## src/rtl/sdram_bank_guard_pkg.sv

```systemverilog
// Shared command and bank-state encodings for the SDRAM bank guard.
// Assumes: four-bit command space and three-bit state space are enough.
package sdram_bank_guard_pkg;

    typedef enum logic [3:0] {
        C_INHIBIT,
        C_NOP,
        C_OPEN,
        C_READ,
        C_WRITE,
        C_STOP,
        C_CLOSE,
        C_REFRESH,
        C_MODE
    } sbg_cmd_e;

    typedef enum logic [2:0] {
        S_IDLE,
        S_OPENING,
        S_OPEN,
        S_RD,
        S_WR,
        S_RD_AP,
        S_WR_AP,
        S_CLOSING
    } sbg_state_e;

    localparam int STATE_W = 3;

endpackage

```

## src/rtl/sdram_bank_guard_decode.sv

```systemverilog
// Turns the raw strobe levels into a command code and says whether the
// command is live, i.e. clock enable was high on this and the last edge.
// Assumes: synchronous active-low reset; cke treated low before first edge.
module sdram_bank_guard_decode
    import sdram_bank_guard_pkg::*;
(
    input  logic     clk,
    input  logic     rst_n,
    input  logic     cke,
    input  logic     cs_n,
    input  logic     ras_n,
    input  logic     cas_n,
    input  logic     we_n,
    output sbg_cmd_e cmd_o,
    output logic     live_o
);

    logic cke_q;

    // Remember clock enable from the previous edge.
    always_ff @(posedge clk) begin
        if (!rst_n) begin
            cke_q <= 1'b0;
        end else begin
            cke_q <= cke;
        end
    end

    // Map the strobe pattern onto a command code.
    always_comb begin
        if (cs_n) begin
            cmd_o = C_INHIBIT;
        end else begin
            unique case ({ras_n, cas_n, we_n})
                3'b111:  cmd_o = C_NOP;
                3'b011:  cmd_o = C_OPEN;
                3'b101:  cmd_o = C_READ;
                3'b100:  cmd_o = C_WRITE;
                3'b110:  cmd_o = C_STOP;
                3'b010:  cmd_o = C_CLOSE;
                3'b001:  cmd_o = C_REFRESH;
                default: cmd_o = C_MODE;
            endcase
        end
    end

    // A command is only judged when cke held high across two edges.
    assign live_o = cke & cke_q;

endmodule

```

## src/rtl/sdram_bank_guard_bank.sv

```systemverilog
// Tracks one bank: its state, a countdown for the timed states, and a
// registered violation pulse for commands the state does not allow.
// Assumes: hit_i already folds in bank address and all-bank commands;
// an illegal command leaves state alone while the countdown keeps going.
module sdram_bank_guard_bank
    import sdram_bank_guard_pkg::*;
#(
    parameter int T_RCD     = 3,
    parameter int T_RP      = 3,
    parameter int BURST_LEN = 4,
    parameter int CNT_W     = 4
) (
    input  logic       clk,
    input  logic       rst_n,
    input  logic       live_i,
    input  sbg_cmd_e   cmd_i,
    input  logic       hit_i,
    input  logic       ap_i,
    output sbg_state_e state_o,
    output logic       viol_o
);

    localparam logic [CNT_W-1:0] LD_RCD = CNT_W'(T_RCD - 1);
    localparam logic [CNT_W-1:0] LD_RP  = CNT_W'(T_RP - 1);
    localparam logic [CNT_W-1:0] LD_BL  = CNT_W'(BURST_LEN - 1);
    localparam logic [CNT_W-1:0] LD_AP  = CNT_W'(BURST_LEN + T_RP - 1);
    localparam logic [CNT_W-1:0] ONE    = CNT_W'(1);

    sbg_state_e       st_q, st_nxt;
    logic [CNT_W-1:0] cnt_q, cnt_nxt;
    logic             bad;

    // Next state: timer expiry first, then any command aimed at this bank.
    always_comb begin
        st_nxt  = st_q;
        cnt_nxt = cnt_q;
        bad     = 1'b0;

        case (st_q)
            S_OPENING: begin
                if (cnt_q <= ONE) st_nxt = S_OPEN;
                else              cnt_nxt = cnt_q - ONE;
            end
            S_RD, S_WR: begin
                if (cnt_q <= ONE) st_nxt = S_OPEN;
                else              cnt_nxt = cnt_q - ONE;
            end
            S_RD_AP, S_WR_AP, S_CLOSING: begin
                if (cnt_q <= ONE) st_nxt = S_IDLE;
                else              cnt_nxt = cnt_q - ONE;
            end
            default: ;
        endcase

        if (live_i && hit_i) begin
            case (cmd_i)
                C_REFRESH, C_MODE: begin
                    bad = (st_q != S_IDLE);
                end
                C_OPEN: begin
                    if (st_q == S_IDLE) begin
                        st_nxt  = (T_RCD > 1) ? S_OPENING : S_OPEN;
                        cnt_nxt = LD_RCD;
                    end else begin
                        bad = 1'b1;
                    end
                end
                C_CLOSE: begin
                    case (st_q)
                        S_IDLE: st_nxt = S_IDLE;
                        S_OPEN, S_RD, S_WR: begin
                            st_nxt  = (T_RP > 1) ? S_CLOSING : S_IDLE;
                            cnt_nxt = LD_RP;
                        end
                        default: bad = 1'b1;
                    endcase
                end
                C_READ, C_WRITE: begin
                    if (st_q == S_OPEN || st_q == S_RD || st_q == S_WR) begin
                        if (ap_i) begin
                            st_nxt  = (cmd_i == C_READ) ? S_RD_AP : S_WR_AP;
                            cnt_nxt = LD_AP;
                        end else begin
                            if (BURST_LEN > 1)
                                st_nxt = (cmd_i == C_READ) ? S_RD : S_WR;
                            else
                                st_nxt = S_OPEN;
                            cnt_nxt = LD_BL;
                        end
                    end else begin
                        bad = 1'b1;
                    end
                end
                C_STOP: begin
                    if (st_q == S_RD || st_q == S_WR) st_nxt = S_OPEN;
                    else                              bad    = 1'b1;
                end
                default: ;
            endcase
        end
    end

    // Register state, countdown and the violation pulse.
    always_ff @(posedge clk) begin
        if (!rst_n) begin
            st_q   <= S_IDLE;
            cnt_q  <= '0;
            viol_o <= 1'b0;
        end else begin
            st_q   <= st_nxt;
            cnt_q  <= cnt_nxt;
            viol_o <= bad;
        end
    end

    assign state_o = st_q;

endmodule

```

## src/rtl/sdram_bank_guard.sv

```systemverilog
// Passive legality monitor for an SDRAM command bus. Decodes each command,
// works out which banks it addresses and lets one tracker per bank judge it.
// Assumes: T_RCD, T_RP, BURST_LEN are at least 1; bus sampled on rising clk.
module sdram_bank_guard
    import sdram_bank_guard_pkg::*;
#(
    parameter int NUM_BANKS = 4,
    parameter int BA_W      = (NUM_BANKS > 1) ? $clog2(NUM_BANKS) : 1,
    parameter int T_RCD     = 3,
    parameter int T_RP      = 3,
    parameter int BURST_LEN = 4
) (
    input  logic                 clk,
    input  logic                 rst_n,
    input  logic                 cke,
    input  logic                 cs_n,
    input  logic                 ras_n,
    input  logic                 cas_n,
    input  logic                 we_n,
    input  logic [BA_W-1:0]      ba,
    input  logic                 ap,
    output logic [NUM_BANKS-1:0] viol
);

    localparam int LONGEST = (T_RCD > BURST_LEN + T_RP) ? T_RCD : BURST_LEN + T_RP;
    localparam int CNT_W   = $clog2(LONGEST + 1);

    sbg_cmd_e                       cmd;
    logic                           live;
    logic [NUM_BANKS-1:0]           hit;
    logic [NUM_BANKS*STATE_W-1:0]   st_flat;

    sdram_bank_guard_decode u_decode (
        .clk    (clk),
        .rst_n  (rst_n),
        .cke    (cke),
        .cs_n   (cs_n),
        .ras_n  (ras_n),
        .cas_n  (cas_n),
        .we_n   (we_n),
        .cmd_o  (cmd),
        .live_o (live)
    );

    for (genvar b = 0; b < NUM_BANKS; b++) begin : g_bank
        sbg_state_e st_b;

        // Decide whether the current command reaches this bank.
        always_comb begin
            case (cmd)
                C_OPEN, C_READ, C_WRITE, C_STOP: hit[b] = (ba == BA_W'(b));
                C_CLOSE:                         hit[b] = ap || (ba == BA_W'(b));
                C_REFRESH, C_MODE:               hit[b] = 1'b1;
                default:                         hit[b] = 1'b0;
            endcase
        end

        sdram_bank_guard_bank #(
            .T_RCD     (T_RCD),
            .T_RP      (T_RP),
            .BURST_LEN (BURST_LEN),
            .CNT_W     (CNT_W)
        ) u_bank (
            .clk     (clk),
            .rst_n   (rst_n),
            .live_i  (live),
            .cmd_i   (cmd),
            .hit_i   (hit[b]),
            .ap_i    (ap),
            .state_o (st_b),
            .viol_o  (viol[b])
        );

        assign st_flat[b*STATE_W +: STATE_W] = st_b;
    end

endmodule

```

## config.mk

```make
export PLATFORM = sky130hd
export DESIGN_NAME = sdram_bank_guard
export DESIGN_NICKNAME = d
export VERILOG_FILES = /design/src/rtl/sdram_bank_guard_pkg.sv /design/src/rtl/sdram_bank_guard_decode.sv /design/src/rtl/sdram_bank_guard_bank.sv /design/src/rtl/sdram_bank_guard.sv
export SDC_FILE = /design/constraint.sdc
export NUM_CORES = 1
export LEC_CHECK = 0
export BUFFER_PORTS_ARGS = -buffer_cell sky130_fd_sc_hd__buf_4
export CAP_MARGIN = 20
export CORE_MARGIN = 4
export CORE_UTILIZATION = 46
export DETAILED_ROUTE_END_ITERATION = 7
export PLACE_DENSITY = 0.61
export SYNTH_ARGS = -nofsm -noshare
export SYNTH_HDL_FRONTEND = slang
export SYNTH_SLANG_ARGS = --single-unit
```

## constraint.sdc

```tcl
create_clock -name clk -period 2.5 [get_ports clk]
set_input_delay 0.25 -clock clk [delete_from_list [all_inputs] [get_ports clk]]
set_output_delay 0.25 -clock clk [all_outputs]
set_load 0.03 [all_outputs]
```

* Yosys cells after proc, flatten, opt, wreduce, memory -nomap -nowiden
Cells that the tools add are included.
W data, S select, Z words.
** Word-level totals
- Bits of input ports :: 10
- Bits in read-only memories :: 0
- Latch bits :: 0
- Memories kept :: 0
- Output and inout bits :: 4
- Bits in registers :: 29
- Word-level logic and storage cells :: 217
- RAM bits :: 0
** Operators by class
- $lt $le $gt $ge :: 4
- Reduce and logical (&&, ||, !) cells :: 56
- $add $sub $neg :: 4
- Bitwise logic cells :: 1
- Shift operators :: 0
- Equality and inequality tests :: 45
- Multiplexer cells :: 94
- Multiply operators :: 0
- Div/mod/pow operators :: 0
** Operators by type and width (count)
- $mux W3 :: 51
- $eq A3 B3 Y1 const B :: 20
- $pmux W3 S2 :: 8
- $pmux W3 S4 :: 4
- $pmux W3 S3 :: 4
- $reduce_or A3 Y1 :: 12
- $eq A3 B2 Y1 const B :: 10
- $pmux W4 S7 :: 1
- $reduce_or A6 Y1 :: 4
- $pmux W1 S5 :: 4
- $reduce_or A4 Y1 :: 5
- $eq A4 B3 Y1 const B :: 4
- $logic_or A1 B1 Y1 :: 16
- $mux W1 :: 16
- $eq A3 B1 Y1 const B :: 5
- $le A3 B1 Y1 const B :: 4
- $logic_not A3 Y1 :: 4
- $pmux W1 S3 :: 4
- $reduce_bool A3 Y1 :: 4
- $sub A3 B1 Y3 const B :: 4
- $eq A4 B2 Y1 const B :: 2
- $reduce_and A2 Y1 :: 4
- $eq A2 B2 Y1 const B :: 2
- $eq A4 B4 Y1 const B :: 1
- 7 further kinds :: 11

* Logic depth before layout (Yosys ltp)
- Word-level depth :: 9
- Gate-level depth with buffers :: 10
- Gate-level depth less buffers :: 8

* Cells and area by module
A second synthesis with hierarchy kept.
** Unflattened totals
- Cells, all modules :: 435
- Area total of the unflattened synthesis :: 3314.4 um2
** By module, submodules not included
- sdram_bank_guard_bank (g_bank[1].u_bank) :: cells an instance 104, instances 1, area each 797.0 um2, sequential area each 140.1 um2
- sdram_bank_guard_bank (g_bank[3].u_bank) :: cells an instance 102, instances 1, area each 794.5 um2, sequential area each 140.1 um2
- sdram_bank_guard_bank (g_bank[2].u_bank) :: cells an instance 103, instances 1, area each 763.2 um2, sequential area each 140.1 um2
- sdram_bank_guard_bank (g_bank[0].u_bank) :: cells an instance 97, instances 1, area each 743.2 um2, sequential area each 140.1 um2
- sdram_bank_guard :: cells an instance 18, instances 1, area each 130.1 um2, sequential area each 0.0 um2
- sdram_bank_guard_decode :: cells an instance 11, instances 1, area each 86.3 um2, sequential area each 20.0 um2

* Least setup slack after synthesis
Ideal clock, no wire load.
- Kind :: input to register
- Start :: input port cas_n
- End :: register g_bank[1].u_bank.st_q[2]
- Setup slack :: 477 ps
- Buffers on the path :: 2
- Arrival time :: 1906 ps
- Data required time :: 2383 ps
- Setup time :: 117 ps
- Cell stages on the path :: 9
- Path through :: buf_6 -> buf_6 -> nor3b_4 -> and2_1 -> ha_1 -> inv_1 -> o2111a_1 -> a311o_1 -> a32o_1
** Between the ends
- Longest elaborated chain between the ends :: 9
- Elaborated cells between the ends (all ways) :: 26
- Classes of those cells :: eq/ne (14); mux (8); reduce/logical (4)
** Ends and longest elaborated chain
- start, declared :: RTL line sdram_bank_guard.sv:18 : input logic cas_n,
- $eq A3 B1 Y1, or another cell as far along :: RTL line sdram_bank_guard_decode.sv:34 : unique case ({ras_n, cas_n, we_n})
- $pmux W4 S7 * :: RTL line sdram_bank_guard_decode.sv:34
- $mux W4 * :: RTL line sdram_bank_guard_decode.sv:31 : if (cs_n) begin
- $eq A4 B2 Y1 :: RTL line sdram_bank_guard_bank.sv:56, sdram_bank_guard_bank.sv:85, sdram_bank_guard.sv:50
- $mux W3 :: RTL line sdram_bank_guard_bank.sv:85 : st_nxt = (cmd_i == C_READ) ? S_RD : S_WR;
- $mux W3 :: RTL line sdram_bank_guard_bank.sv:80 : if (ap_i) begin
- $mux W3 :: RTL line sdram_bank_guard_bank.sv:79 : if (st_q == S_OPEN || st_q == S_RD || st_q == S_WR) begin
- $pmux W3 S4 :: RTL line sdram_bank_guard_bank.sv:56 : case (cmd_i)
- $mux W3 * :: RTL line sdram_bank_guard_bank.sv:55 : if (live_i && hit_i) begin
- end signal, assigned :: RTL line sdram_bank_guard_bank.sv:110 : st_q <= st_nxt;
- end, declared :: RTL line sdram_bank_guard_bank.sv:29 : sbg_state_e st_q, st_nxt;
Mark *: on every way between the ends. The rest lies on a longest branch, timed or not.
A chain may end at the register's enable or synchronous reset.

* Final worst setup path
- Start :: register g_bank[2].u_bank.st_q[2]
- End :: register g_bank[2].u_bank.cnt_q[0]
** Between the ends
- Longest elaborated chain between the ends :: 6
- Elaborated cells between the ends (all ways) :: 18
- Classes of those cells :: eq/ne (7); mux (6); reduce/logical (5)
** Ends and longest elaborated chain
- start, declared :: RTL line sdram_bank_guard_bank.sv:29
- start signal, assigned :: RTL line sdram_bank_guard_bank.sv:110
- $eq A3 B1 Y1, or another cell as far along :: RTL line sdram_bank_guard_bank.sv:39 : case (st_q)
- $reduce_or A6 Y1 (no source line) / $logic_or A1 B1 Y1 (equally long branches)
- $mux W3 / $logic_or A1 B1 Y1 (equally long branches)
- $mux W3, on equally long branches :: RTL line sdram_bank_guard_bank.sv:79, sdram_bank_guard_bank.sv:61, sdram_bank_guard_bank.sv:69
- $pmux W3 S3 :: RTL line sdram_bank_guard_bank.sv:56
- $mux W3 * :: RTL line sdram_bank_guard_bank.sv:55
- end signal, assigned :: RTL line sdram_bank_guard_bank.sv:111 : cnt_q <= cnt_nxt;
- end, declared :: RTL line sdram_bank_guard_bank.sv:30 : logic [CNT_W-1:0] cnt_q, cnt_nxt;
Marked as above.

==> flow_summary.json <==
{
  "status": "complete, no violations",
  "gp_congestion": 0.936,
  "drt_iter0_markers": 180,
  "internal_power_uw": 735,
  "crit_path_end_kind": "register",
  "final_min_period_over_clock_period_pct": 76.8,
  "p_switching_uw": 289,
  "synth.distinct_cells": 76,
  "antennaDiodeCount": 0,
  "p_sw_share_pct": 28.3,
  "die_area_mm2": 0.00758,
  "cts_hold_buf": 0,
  "crit_required_ns": 2.67,
  "clk_transition_reported_paths_ns": 0.06,
  "power_uw": 1020,
  "critPathKind": "reg2reg",
  "critPathLaunchType": "register",
  "wl_per_cell_um": 17.6,
  "tightestPinTransition_ns": 0.754,
  "die_w_um": 87.1,
  "rrSetupSlack_ns": 0.58,
  "overflow": 0,
  "comb_power_share_pct": 15.2,
  "vias": 2990,
  "drc": 0,
  "io_buffers": 13,
  "clock_path_buffers": 2,
  "worst_clock_skew_ns": 0.00239,
  "syn_to_final_growth_pct": 5.35,
  "clkPwrFrac_pct": 39.5,
  "synth_edf_count": 0,
  "ir_drop_v": 0.000304,
  "top_level_ports": 14,
  "grtUsageTotal_pct": 22.5,
  "cts.sinks": 29,
  "synth_top_cell_by_area": "dfxtp_1",
  "synthTopCellsByCount": "o21ai_0 (30), dfxtp_1 (29), a21oi_1 (28), nand2_1 (27), nor2_1 (25)",
  "detailedPlacementHpwl_um": 6020,
  "powerDensity_mw_per_mm2": 338,
  "grt_pass1_vias": 2730,
  "antenna_found_initial": 0,
  "critical_path.max_fanout": 14,
  "rows": 28,
  "syn_area_per_cell_um2": 7.41,
  "relSlewSlack_pct": 49.4,
  "tritoncts": "yes",
  "fin_crit_ns": 1.92,
  "first_pass_iters": 5,
  "static-leakage-power_uw": 0.00109,
  "hp-class": "in2reg",
  "start_util_pct": 48.0,
  "rsz0062_at_grt": "false",
  "grt_pass1_wl_um": 13700,
  "netlist_area_mm2": 0.00288,
  "setup_viol": 0,
  "slew_violations": 0,
  "syn-num-nets": 407,
  "die_h_um": 87.1,
  "insertion_delay_ns": 0.28,
  "tns_ns": 0,
  "routed_via_density": 6.51,
  "final_antenna_net_count": 0,
  "cts_resized": 0,
  "hold_viol_final": 0,
  "wl_um": 8080,
  "fin_nets": 403,
  "core_area_mm2": 0.00599,
  "syn_inst": 388,
  "ys_seq_elements": 29,
  "arrival_ns": 2.09,
  "yosysWarnings": 0,
  "drv_cap": 0,
  "synthTopCellsByArea": "dfxtp_1 (20%), o21ai_0 (5.2%), a21oi_1 (4.9%)",
  "netlist.area_leader.share_pct": 20.2,
  "yosysMostFrequentCell": "o21ai_0",
  "ys_seq_area_share_pct": 20.2,
  "synth_top_flop_cell": "dfxtp_1",
  "final_layout_size_suffix_gt1_share_pct": 12.8,
  "fmax_ghz": 0.521,
  "cts_setup_buffers": 0,
  "cts_buffers": 5,
  "ys_async_sr_fraction_pct": 0,
  "clock-root-buffer": "clkbuf_8",
  "p_seq_share_pct": 45.4,
  "htree_levels": 2,
  "grt_max_degree": 35
}
==> area by class of cell <==
type	count	area (um^2)
Sequential cell	29	581
Multi-Input combinational cell	310	2060
Timing Repair Buffer	17	128
Tap cell	75	93.8
Inverter	21	78.8
Fill cell	607	2960
Clock buffer	7	86.3
==> worst max-delay path, cell delays in order (launching register included) <==
cell	delay, ns
dfxtp_1	0.56
or3b_1	0.52
a21bo_2	0.23
o41ai_1	0.05
nand3_1	0.18
a31o_2	0.28
==> metrics by stage <==
stage	util (%)	hold WS [ns]	instance area, um^2	worst slack, ns	std cells
6_report	50.6	0.208	3030	0.580	459
4_1_cts	50.6	0.208	3030	0.598	459
2_1_floorplan	-	0.372	2880	0.477	388
5_1_grt	50.6	0.221	3030	0.464	459
3_3_place_gp	49.1	0.488	2940	0.417	452
3_5_place_dp	49.1	0.501	2940	0.360	452
==> cells by family after synthesis <==
kind of cell / count (synthesis) / synth area share (%)
and+or+nand+nor: 158 / 31.9
AOI/OAI and AO/OA: 137 / 33.8
buffers and inverters: 49 / 8.09
DFF: 29 / 20.2
adders and majority gates: 10 / 4.26
xor gates and xnor gates: 3 / 0.914
muxes: 2 / 0.783
==> power by group through the flow <==
stage	clock network, uW	logic, uW	registers (uW)
finish	404	155	465
global placement	0	151	475
floorplan	0	109	475
detailed placement	0	151	475
CTS	410	151	465
global route	434	168	464
==> path summary, 6_finish.rpt <==
path                                                   from                        end  depth (start not counted)
worst min register to register    g_bank[3].u_bank.cnt_q[1]  g_bank[3].u_bank.cnt_q[1]                          2
worst max register to register  g_bank[2].u_bank.state_o[2]  g_bank[2].u_bank.cnt_q[0]                          5
worst max-delay path            g_bank[2].u_bank.state_o[2]  g_bank[2].u_bank.cnt_q[0]                          5
worst min-delay path                                    cke             u_decode.cke_q                          2
==> cells in the final DEF, fill, tap and decap left out, types with 4 or more instances in the layout <==
cell	count
o22ai_1	5
and2_1	9
o2111ai_1	4
a21o_1	4
nor2b_1	9
nand3_1	23
nor2_1	25
or3_1	4
buf_4	17
o21bai_1	4
inv_1	20
o32ai_1	4
nor4_1	5
and3_1	7
o211ai_1	9
o21ai_0	30
nand2b_1	6
dfxtp_1	29
nand2_1	27
nor3_1	12
a21oi_1	28
or3b_1	5
clkbuf_8	6
ha_1	9
o21ai_1	4
==> state kept, by name, indices dropped and copies added, names as in the netlist <==
register and flops:
g_bank.u_bank.state_o 12, g_bank.u_bank.cnt_q 12, g_bank.u_bank.viol_o 4, u_decode.cke_q 1
==> layer usage <==
layer | routed length, um | track usage [%] | part of all wire (%) | vias to the layer above
met5 | 0 | 0 | 0 | -
met4 | 170 | 7.08 | 2.1 | 0
met3 | 589 | 5.30 | 7.3 | 19
met2 | 3670 | 35.8 | 45 | 111
met1 | 3650 | 29.9 | 45 | 1414
li1 | - | - | - | 1446
Power figures use the tool's default switching activity.
